**config.mk**
```make
export PLATFORM = sky130hd
export DESIGN_NAME = cmdport_top
export DESIGN_NICKNAME = d
export VERILOG_FILES = /design/src/rtl/cmdport_pkg.sv /design/src/rtl/cmdport_decode.sv /design/src/rtl/cmdport_regs.sv /design/src/rtl/cmdport_route.sv /design/src/rtl/cmdport_top.sv
export SDC_FILE = /design/constraint.sdc
export NUM_CORES = 1
export LEC_CHECK = 0
export ABC_AREA = 1
export BUFFER_PORTS_ARGS = -buffer_cell sky130_fd_sc_hd__buf_2
export CAP_MARGIN = 5
export CORE_ASPECT_RATIO = 0.75
export CORE_MARGIN = 2
export CORE_UTILIZATION = 55
export CTS_BUF_LIST = sky130_fd_sc_hd__clkbuf_2
export DETAILED_ROUTE_END_ITERATION = 6
export PLACE_DENSITY = 0.85
export SLEW_MARGIN = 20
export SYNTH_ARGS = -nofsm -noshare
export SYNTH_HDL_FRONTEND = slang
export SYNTH_HIERARCHICAL = 1
export SYNTH_SLANG_ARGS = --single-unit
export TNS_END_PERCENT = 1
```
**constraint.sdc**
```tcl
create_clock -name clk -period 4.9 [get_ports clk]
set_clock_uncertainty 0.05 [all_clocks]
set_input_delay 0.49 -clock clk [delete_from_list [all_inputs] [get_ports clk]]
set_output_delay 0.49 -clock clk [all_outputs]
set_load 0.05 [all_outputs]
```
**src/rtl/cmdport_pkg.sv**
```systemverilog
package cmdport_pkg;

   typedef enum logic [1:0] {
      TGT_NONE  = 2'd0,
      TGT_VRAM  = 2'd1,
      TGT_CRAM  = 2'd2,
      TGT_VSRAM = 2'd3
   } tgt_e;

   // code[3:0] values that select a memory, per direction
   localparam logic [3:0] CODE_VRAM_WR  = 4'h1;
   localparam logic [3:0] CODE_CRAM_WR  = 4'h3;
   localparam logic [3:0] CODE_VSRAM_WR = 4'h5;
   localparam logic [3:0] CODE_VRAM_RD  = 4'h0;
   localparam logic [3:0] CODE_CRAM_RD  = 4'h8;
   localparam logic [3:0] CODE_VSRAM_RD = 4'h4;

   // control word high pair that marks an immediate register write
   localparam logic [1:0] REGWR_TAG = 2'b10;

   function automatic tgt_e target_of(input logic [3:0] sel, input logic is_wr);
      tgt_e t;
      t = TGT_NONE;
      if (is_wr) begin
         case (sel)
            CODE_VRAM_WR:  t = TGT_VRAM;
            CODE_CRAM_WR:  t = TGT_CRAM;
            CODE_VSRAM_WR: t = TGT_VSRAM;
            default:       t = TGT_NONE;
         endcase
      end else begin
         case (sel)
            CODE_VRAM_RD:  t = TGT_VRAM;
            CODE_CRAM_RD:  t = TGT_CRAM;
            CODE_VSRAM_RD: t = TGT_VSRAM;
            default:       t = TGT_NONE;
         endcase
      end
      return t;
   endfunction

endpackage

```
**src/rtl/cmdport_decode.sv**
```systemverilog
module cmdport_decode
   import cmdport_pkg::*;
#(
   parameter int ADDR_W = 16,
   parameter int CODE_W = 6,
   parameter int IDX_W  = 5,
   parameter int REG_W  = 8
) (
   input  logic              clk,
   input  logic              rst_n,
   input  logic              ctrl_we,
   input  logic [15:0]       ctrl_wdata,
   input  logic              clr_pend,
   input  logic              step,
   input  logic [REG_W-1:0]  inc,
   output logic [ADDR_W-1:0] addr,
   output logic [CODE_W-1:0] code,
   output logic              pending,
   output logic              rw_en,
   output logic [IDX_W-1:0]  rw_idx,
   output logic [REG_W-1:0]  rw_val
);
   localparam int LO_W = ADDR_W - 2;

   if (ADDR_W != 16) begin : g_bad_addr
      $error("cmdport_decode: ADDR_W must be 16");
   end
   if (CODE_W != 6) begin : g_bad_code
      $error("cmdport_decode: CODE_W must be 6");
   end
   if (IDX_W > 5 || REG_W > 8) begin : g_bad_reg
      $error("cmdport_decode: register fields exceed the word layout");
   end

   logic [1:0] hi_latch;
   logic       is_regwr;

   assign is_regwr = !pending && (ctrl_wdata[15:14] == REGWR_TAG);
   assign rw_en    = ctrl_we && is_regwr;
   assign rw_idx   = ctrl_wdata[8 +: IDX_W];
   assign rw_val   = ctrl_wdata[REG_W-1:0];

   always_ff @(posedge clk) begin
      if (!rst_n) begin
         addr     <= '0;
         code     <= '0;
         pending  <= 1'b0;
         hi_latch <= 2'b00;
      end else if (ctrl_we) begin
         if (!pending) begin
            pending   <= !is_regwr;
            addr      <= {hi_latch, ctrl_wdata[LO_W-1:0]};
            code[1:0] <= ctrl_wdata[15:14];
         end else begin
            pending     <= 1'b0;
            hi_latch    <= ctrl_wdata[1:0];
            addr        <= {ctrl_wdata[1:0], addr[LO_W-1:0]};
            code[5:2]   <= ctrl_wdata[7:4];
         end
      end else begin
         if (clr_pend) pending <= 1'b0;
         if (step)     addr    <= addr + ADDR_W'(inc);
      end
   end

   p_first_sets_r3: assert property (@(posedge clk) disable iff (!rst_n)
      ctrl_we && !pending && ctrl_wdata[15:14] != REGWR_TAG |=> pending);

   p_second_clears_r4: assert property (@(posedge clk) disable iff (!rst_n)
      ctrl_we && pending |=> !pending && addr[ADDR_W-1 -: 2] == $past(ctrl_wdata[1:0]));

   p_access_clears_r6: assert property (@(posedge clk) disable iff (!rst_n)
      !ctrl_we && clr_pend |=> !pending);

   p_step_adds_r9: assert property (@(posedge clk) disable iff (!rst_n)
      !ctrl_we && step |=> addr == ADDR_W'($past(addr) + ADDR_W'($past(inc))));

endmodule

```
**src/rtl/cmdport_regs.sv**
```systemverilog
module cmdport_regs #(
   parameter int NUM_REGS = 24,
   parameter int REG_W    = 8,
   parameter int IDX_W    = 5,
   parameter int GATE_IDX = 10,
   parameter int MODE_REG = 1,
   parameter int MODE_BIT = 2,
   parameter int INC_REG  = 15
) (
   input  logic             clk,
   input  logic             rst_n,
   input  logic             wr_en,
   input  logic [IDX_W-1:0] wr_idx,
   input  logic [REG_W-1:0] wr_val,
   input  logic [IDX_W-1:0] rd_idx,
   output logic [REG_W-1:0] rd_val,
   output logic [REG_W-1:0] inc_val
);
   if (NUM_REGS > (1 << IDX_W)) begin : g_bad_depth
      $error("cmdport_regs: NUM_REGS does not fit IDX_W");
   end
   if (MODE_REG >= NUM_REGS || INC_REG >= NUM_REGS || MODE_BIT >= REG_W) begin : g_bad_sel
      $error("cmdport_regs: special register outside the file");
   end

   logic [NUM_REGS-1:0][REG_W-1:0] file_q;
   logic                           mode_on;

   assign mode_on = file_q[MODE_REG][MODE_BIT];
   assign inc_val = file_q[INC_REG];

   for (genvar e = 0; e < NUM_REGS; e++) begin : g_ent
      logic [REG_W-1:0] q;
      logic             hit;
      if (e > GATE_IDX) begin : g_gated
         assign hit = wr_en && mode_on && (wr_idx == IDX_W'(e));
      end else begin : g_open
         assign hit = wr_en && (wr_idx == IDX_W'(e));
      end
      always_ff @(posedge clk) begin
         if (!rst_n)   q <= '0;
         else if (hit) q <= wr_val;
      end
      assign file_q[e] = q;
   end

   always_comb begin
      rd_val = '0;
      for (int e = 0; e < NUM_REGS; e++) begin
         if (rd_idx == IDX_W'(e)) rd_val = file_q[e];
      end
   end

   p_gated_hold_r5: assert property (@(posedge clk) disable iff (!rst_n)
      wr_en && wr_idx > IDX_W'(GATE_IDX) && !mode_on |=> $stable(file_q));

   p_beyond_hold_r5: assert property (@(posedge clk) disable iff (!rst_n)
      wr_en && wr_idx >= IDX_W'(NUM_REGS) |=> $stable(file_q));

endmodule

```
**src/rtl/cmdport_route.sv**
```systemverilog
module cmdport_route
   import cmdport_pkg::*;
#(
   parameter int ADDR_W = 16,
   parameter int DATA_W = 16,
   parameter int CODE_W = 6,
   parameter int CH_W   = 3,
   parameter int TBL_AW = 6
) (
   input  logic                clk,
   input  logic                rst_n,
   input  logic                acc_we,
   input  logic                acc_re,
   input  logic [DATA_W-1:0]   wdata,
   input  logic [CODE_W-1:0]   code,
   input  logic [ADDR_W-1:0]   addr,
   output logic                vram_we,
   output logic                vram_re,
   output logic [ADDR_W-1:0]   vram_addr,
   output logic [DATA_W-1:0]   vram_wdata,
   output logic                cram_we,
   output logic                cram_re,
   output logic [TBL_AW-1:0]   cram_addr,
   output logic [3*CH_W-1:0]   cram_wdata,
   output logic                vsram_we,
   output logic                vsram_re,
   output logic [TBL_AW-1:0]   vsram_addr,
   output logic [DATA_W-1:0]   vsram_wdata
);
   localparam int HALF = DATA_W / 2;
   localparam int PK_W = 3 * CH_W;

   if (CH_W < 1 || CH_W > 3 || DATA_W != 16) begin : g_bad_colour
      $error("cmdport_route: colour channel field must be 1 to 3 bits of a 16-bit word");
   end
   if (TBL_AW + 1 > ADDR_W) begin : g_bad_tbl
      $error("cmdport_route: table index wider than address");
   end

   logic [PK_W-1:0]   packed_col;
   logic [DATA_W-1:0] swapped;
   tgt_e              tgt;
   logic              any;

   // each channel sits in a nibble, its top CH_W bits above bit 0 of the nibble
   for (genvar c = 0; c < 3; c++) begin : g_chan
      assign packed_col[c*CH_W +: CH_W] = wdata[4*c+1 +: CH_W];
   end

   assign swapped = addr[0] ? {wdata[HALF-1:0], wdata[DATA_W-1:HALF]} : wdata;
   assign any     = acc_we || acc_re;
   assign tgt     = target_of(code[3:0], acc_we);

   always_ff @(posedge clk) begin
      if (!rst_n) begin
         vram_we     <= 1'b0;
         vram_re     <= 1'b0;
         cram_we     <= 1'b0;
         cram_re     <= 1'b0;
         vsram_we    <= 1'b0;
         vsram_re    <= 1'b0;
         vram_addr   <= '0;
         vram_wdata  <= '0;
         cram_addr   <= '0;
         cram_wdata  <= '0;
         vsram_addr  <= '0;
         vsram_wdata <= '0;
      end else begin
         vram_we  <= any && acc_we  && tgt == TGT_VRAM;
         vram_re  <= any && !acc_we && tgt == TGT_VRAM;
         cram_we  <= any && acc_we  && tgt == TGT_CRAM;
         cram_re  <= any && !acc_we && tgt == TGT_CRAM;
         vsram_we <= any && acc_we  && tgt == TGT_VSRAM;
         vsram_re <= any && !acc_we && tgt == TGT_VSRAM;
         if (any) begin
            vram_addr   <= {addr[ADDR_W-1:1], 1'b0};
            vram_wdata  <= swapped;
            cram_addr   <= addr[TBL_AW:1];
            cram_wdata  <= packed_col;
            vsram_addr  <= addr[TBL_AW:1];
            vsram_wdata <= wdata;
         end
      end
   end

   p_vram_write_r7: assert property (@(posedge clk) disable iff (!rst_n)
      acc_we && code[3:0] == CODE_VRAM_WR |=> vram_we && !vram_addr[0]);

   p_cram_read_r8: assert property (@(posedge clk) disable iff (!rst_n)
      acc_re && !acc_we && code[3:0] == CODE_CRAM_RD |=> cram_re);

   p_idle_quiet_r7: assert property (@(posedge clk) disable iff (!rst_n)
      !acc_we && !acc_re |=> !(vram_we || vram_re || cram_we || cram_re || vsram_we || vsram_re));

endmodule

```
**src/rtl/cmdport_top.sv**
```systemverilog
module cmdport_top #(
   parameter int ADDR_W   = 16,
   parameter int DATA_W   = 16,
   parameter int CODE_W   = 6,
   parameter int REG_W    = 8,
   parameter int NUM_REGS = 24,
   parameter int IDX_W    = 5,
   parameter int GATE_IDX = 10,
   parameter int MODE_REG = 1,
   parameter int MODE_BIT = 2,
   parameter int INC_REG  = 15,
   parameter int CH_W     = 3,
   parameter int TBL_AW   = 6
) (
   input  logic                clk,
   input  logic                rst_n,
   input  logic                ctrl_we,
   input  logic [15:0]         ctrl_wdata,
   input  logic                stat_re,
   input  logic                data_we,
   input  logic [DATA_W-1:0]   data_wdata,
   input  logic                data_re,
   input  logic [IDX_W-1:0]    reg_rd_idx,
   output logic [REG_W-1:0]    reg_rd_val,
   output logic [ADDR_W-1:0]   cur_addr,
   output logic [CODE_W-1:0]   cur_code,
   output logic                cmd_pending,
   output logic                vram_we,
   output logic                vram_re,
   output logic [ADDR_W-1:0]   vram_addr,
   output logic [DATA_W-1:0]   vram_wdata,
   output logic                cram_we,
   output logic                cram_re,
   output logic [TBL_AW-1:0]   cram_addr,
   output logic [3*CH_W-1:0]   cram_wdata,
   output logic                vsram_we,
   output logic                vsram_re,
   output logic [TBL_AW-1:0]   vsram_addr,
   output logic [DATA_W-1:0]   vsram_wdata
);
   // control writes outrank every other strobe; data write outranks data read
   logic             acc_we, acc_re, clr_pend, step;
   logic             rw_en;
   logic [IDX_W-1:0] rw_idx;
   logic [REG_W-1:0] rw_val;
   logic [REG_W-1:0] inc_val;

   assign acc_we   = data_we && !ctrl_we;
   assign acc_re   = data_re && !ctrl_we && !data_we;
   assign step     = acc_we || acc_re;
   assign clr_pend = step || (stat_re && !ctrl_we);

   cmdport_decode #(
      .ADDR_W (ADDR_W),
      .CODE_W (CODE_W),
      .IDX_W  (IDX_W),
      .REG_W  (REG_W)
   ) i_decode (
      .clk        (clk),
      .rst_n      (rst_n),
      .ctrl_we    (ctrl_we),
      .ctrl_wdata (ctrl_wdata),
      .clr_pend   (clr_pend),
      .step       (step),
      .inc        (inc_val),
      .addr       (cur_addr),
      .code       (cur_code),
      .pending    (cmd_pending),
      .rw_en      (rw_en),
      .rw_idx     (rw_idx),
      .rw_val     (rw_val)
   );

   cmdport_regs #(
      .NUM_REGS (NUM_REGS),
      .REG_W    (REG_W),
      .IDX_W    (IDX_W),
      .GATE_IDX (GATE_IDX),
      .MODE_REG (MODE_REG),
      .MODE_BIT (MODE_BIT),
      .INC_REG  (INC_REG)
   ) i_regs (
      .clk     (clk),
      .rst_n   (rst_n),
      .wr_en   (rw_en),
      .wr_idx  (rw_idx),
      .wr_val  (rw_val),
      .rd_idx  (reg_rd_idx),
      .rd_val  (reg_rd_val),
      .inc_val (inc_val)
   );

   cmdport_route #(
      .ADDR_W (ADDR_W),
      .DATA_W (DATA_W),
      .CODE_W (CODE_W),
      .CH_W   (CH_W),
      .TBL_AW (TBL_AW)
   ) i_route (
      .clk         (clk),
      .rst_n       (rst_n),
      .acc_we      (acc_we),
      .acc_re      (acc_re),
      .wdata       (data_wdata),
      .code        (cur_code),
      .addr        (cur_addr),
      .vram_we     (vram_we),
      .vram_re     (vram_re),
      .vram_addr   (vram_addr),
      .vram_wdata  (vram_wdata),
      .cram_we     (cram_we),
      .cram_re     (cram_re),
      .cram_addr   (cram_addr),
      .cram_wdata  (cram_wdata),
      .vsram_we    (vsram_we),
      .vsram_re    (vsram_re),
      .vsram_addr  (vsram_addr),
      .vsram_wdata (vsram_wdata)
   );

   p_ctrl_wins_r6: assert property (@(posedge clk) disable iff (!rst_n)
      ctrl_we && data_we |=> !(vram_we || cram_we || vsram_we || vram_re || cram_re || vsram_re));

endmodule

```
==> key figures <==
Run status
  • Run status: finished, violations left
  • Violated checks: design-rule violations

Route
  • Drt initial violations: 1,311
  • Drt drc: 3
  • Number of nets with antenna violations after routing: 0
  • First-pass DRT Iterations: 7
  • Vias post-DR: 12,700
  • Detailed Route WL: 38.2 mm
  • Vias/cell: 5.72
  • Final routed wire length divided by cell count: 17.2 um

Final layout
  • Fin util: 62.4%
  • Total Nets Final: 1,939
  • Synth-to-Final Area Change: 10.5%
  • Leading cell type in the layout, fill and taps excluded: sky130_fd_sc_hd__nand2_1
  • Share of cells above drive strength 1: 18.7%
  • Commonest cells after routing, fill and taps aside: sky130_fd_sc_hd__nand2_1, sky130_fd_sc_hd__dfxtp_1, sky130_fd_sc_hd__a21oi_1

Worst hold path
  • Hold/Removal Path Class: in -> reg
  • Worst Hold Path Cells: 6

Logic synthesis
  • Post-synthesis share of cell area spent on full adders, half adders and majority gates: 0.957%
  • Synth Area in Compound Gates: 19.8%
  • Unique masters post-synth: 42
  • Synthesized Nets: 1,814
  • Synth Area per Inst: 7.12 sq um
  • Post-synthesis share of cell area spent on xor and xnor gates: 0.140%
  • Syn Inst Count: 1,762
  • Synth Register Bits: 270
  • Combinational family with the most area after synthesis: simple AND/OR/NAND/NOR gates
  • Number of warnings reported in the yosys synthesis log: 6
  • Sequential-to-total area share from yosys stat: 43.1%
  • Cell area after synthesis: 12,500 sq um
  • Mux cell area share after synthesis: 0%
  • Post-synthesis simple-gate area fraction: 26.0%

Clocking
  • Cts-stage hold buffer count: 23
  • Longest Clk Path Bufs: 3
  • H-tree depth: 3
  • CTS tree: built
  • Total clock buffers created by CTS: 67
  • Root buf cell: sky130_fd_sc_hd__clkbuf_2
  • Sink count of the clock tree: 270
  • Clock network latency to the later pin of the worst-skew pair: 0.83 ns
  • Clock-pin slew on the worst setup and hold paths: 0.10 ns
  • Quantity of gates resized following cts: 0
  • Post-CTS setup-driven buffer insertion count: 0

Timing
  • Slew at the pin closest to its max-slew limit: 0.969 ns
  • Setup repair after global routing missed its margin: false
  • Crit share post-route: 70.2%
  • PnR worst setup slack: 1.46 ns
  • Max frequency: 291 MHz
  • Worst slew margin: 35.4%
  • Final Hold Viols: 0
  • Max-slew violation count: 0
  • Setup Total Neg Slack: 0 ns
  • Final worst path period need: 3.44 ns
  • Final setup violation count: 0

Global route
  • Via count of the first global-routing pass: 11,500
  • Wire length of the first global-routing pass: 59.8 mm
  • Maximum number of pins on one net before global-route repair: 97
  • All-Layer GR Usage: 31.5%
  • Total congestion overflow after global routing: 0
  • Initial antenna violation count: 1

Setup path
  • Worst reg-to-reg path cell count: 11
  • Worst Path Max Fanout: 2
  • Type of the worst setup path: reg -> out
  • Worst endpoint data arrival time: 2.90 ns
  • Kind of start point of the critical path: flip-flop
  • Critical path endpoint category: output port
  • Crit path required time: 4.36 ns

Place
  • Worst setup slack before clock tree synthesis: 1.43 ns
  • Port-buffer cells: 147
  • Final weighted congestion in routability-driven placement: 0.934
  • Hpwl dp: 25.7 mm

Floorplan
  • Die X: 178 um
  • Core area: 22,200 sq um
  • I/O pin total: 149
  • Initial core utilization: 56.4%
  • Count of standard-cell rows: 47
  • Area enclosed by the die boundary: 24,000 sq um
  • Die height: 135 um

Pwr
  • Maximum vdd drop: 0.212 mV
  • Cell leakage power: 0.00590 uW
  • Power per cell area: 323 nW/um^2

Flow run
  • Number of violations of the max-capacitance limit: 0
## metal layers
layer	vias up	global-route usage, %	share of wire, %
li1	6062	-	-
met1	5767	44.1	43
met2	778	47.4	43
met3	90	7.71	11
met4	0	11.2	2.5
met5	-	0	0
## metrics by stage
stage               total power (uW)  instances  instance area [sq um]  hold WS, ns
finish                          4480       2219                  13900       0.0592
detailed placement              3000       2089                  13100        0.398
global placement                2980       2089                  13100        0.390
CTS                             4480       2218                  13900      0.00565
global route                    4650       2219                  13900       0.0320
floorplan                       2850       1762                  12500        0.375
## state kept, by name, summed over array words and instances, names as in the netlist
register	count
i_route/cram_we	1
i_route/cram_wdata	8
i_route/vsram_re	1
i_route/vsram_we	1
i_decode/hi_latch	2
i_route/vram_we	1
i_route/vram_wdata	16
i_regs/g_ent.q	184
i_decode/code	6
i_route/vsram_wdata	8
i_route/vsram_addr	5
i_route/cram_re	1
i_route/vram_addr	10
i_route/vram_re	1
i_decode/addr	16
i_decode/pending	1
i_regs/inc_val	8
## cells by family (layout without fill, tap and decap cells)
| logic type | Yosys count | after routing |
|---|---|---|
| buffers and inverters | 276 | 438 |
| xor gates and xnor gates | 2 | 2 |
| adders and majority gates | 9 | 9 |
| other | 1 | 2 |
| and+or+nand+nor | 723 | 723 |
| DFF | 270 | 270 |
| AOI/OAI and AO/OA | 481 | 481 |
## critical path, stage by stage, from the launching register on
cell and delay [ns]:
sky130_fd_sc_hd__dfxtp_1 0.34, sky130_fd_sc_hd__nand4_1 0.10, sky130_fd_sc_hd__nand2_1 0.09, sky130_fd_sc_hd__nor2_1 0.11, sky130_fd_sc_hd__nand4_1 0.11, sky130_fd_sc_hd__nand2_1 0.11, sky130_fd_sc_hd__nand4_1 0.10, sky130_fd_sc_hd__nor2_1 0.11
sky130_fd_sc_hd__nand4_1 0.16, sky130_fd_sc_hd__nor2_1 0.13, sky130_fd_sc_hd__nand4_1 0.11, sky130_fd_sc_hd__nor2_1 0.17, sky130_fd_sc_hd__nand4_1 0.11, sky130_fd_sc_hd__nand2_1 0.09, sky130_fd_sc_hd__nand2_1 0.05, sky130_fd_sc_hd__buf_2 0.21
## worst paths after layout
path / from / slack, ns / endpoint
worst max-delay path: i_regs/g_ent[1].q[6] / 1.46 / reg_rd_val[6]
worst min-delay path: stat_re / 0.06 / i_decode/pending
worst max register to register: i_decode/pending / 2.00 / i_regs/g_ent[14].q[0]
worst min register to register: i_regs/g_ent[22].q[2] / 0.41 / i_regs/g_ent[22].q[2]
## cells in the mapped netlist, drive strengths merged
cell / count / area share, %
nor3: 9 / 0.57
clkbuf: 61 / 1.8
nand3: 107 / 4.5
nand2: 334 / 10
fa: 1 / 0.16
clkinv: 3 / 0.090
xor2: 2 / 0.14
dfxtp: 270 / 43
nand3b: 5 / 0.30
o21ai: 221 / 8.8
and2: 2 / 0.13
or2: 28 / 1.4
a21oi: 252 / 11
nor3b: 1 / 0.060
buf: 63 / 3.6
nand4: 41 / 2.0
inv: 149 / 4.5
ha: 8 / 0.80
nor2: 195 / 6.6
a211oi: 8 / 0.48
conb: 1 / 0.030
nor4: 1 / 0.10
## cell type report
type	instances	area, sq um
diodes	1	2.50
well taps	294	368
multi-input cells	1216	5900
repair buffers	180	1040
inverters	152	582
clock buffers	92	460
clock inverters	14	108
fillers	1963	8360
flip-flops and latches	270	5410
## where the power goes
part	internal (uW)	total, uW	leakage (uW)	switching, uW
registers	2240	2300	0.00219	51.3
clock network	602	1500	0.000442	900
logic	156	681	0.00327	525
Note: power is estimated with default switching activity, not from simulation.
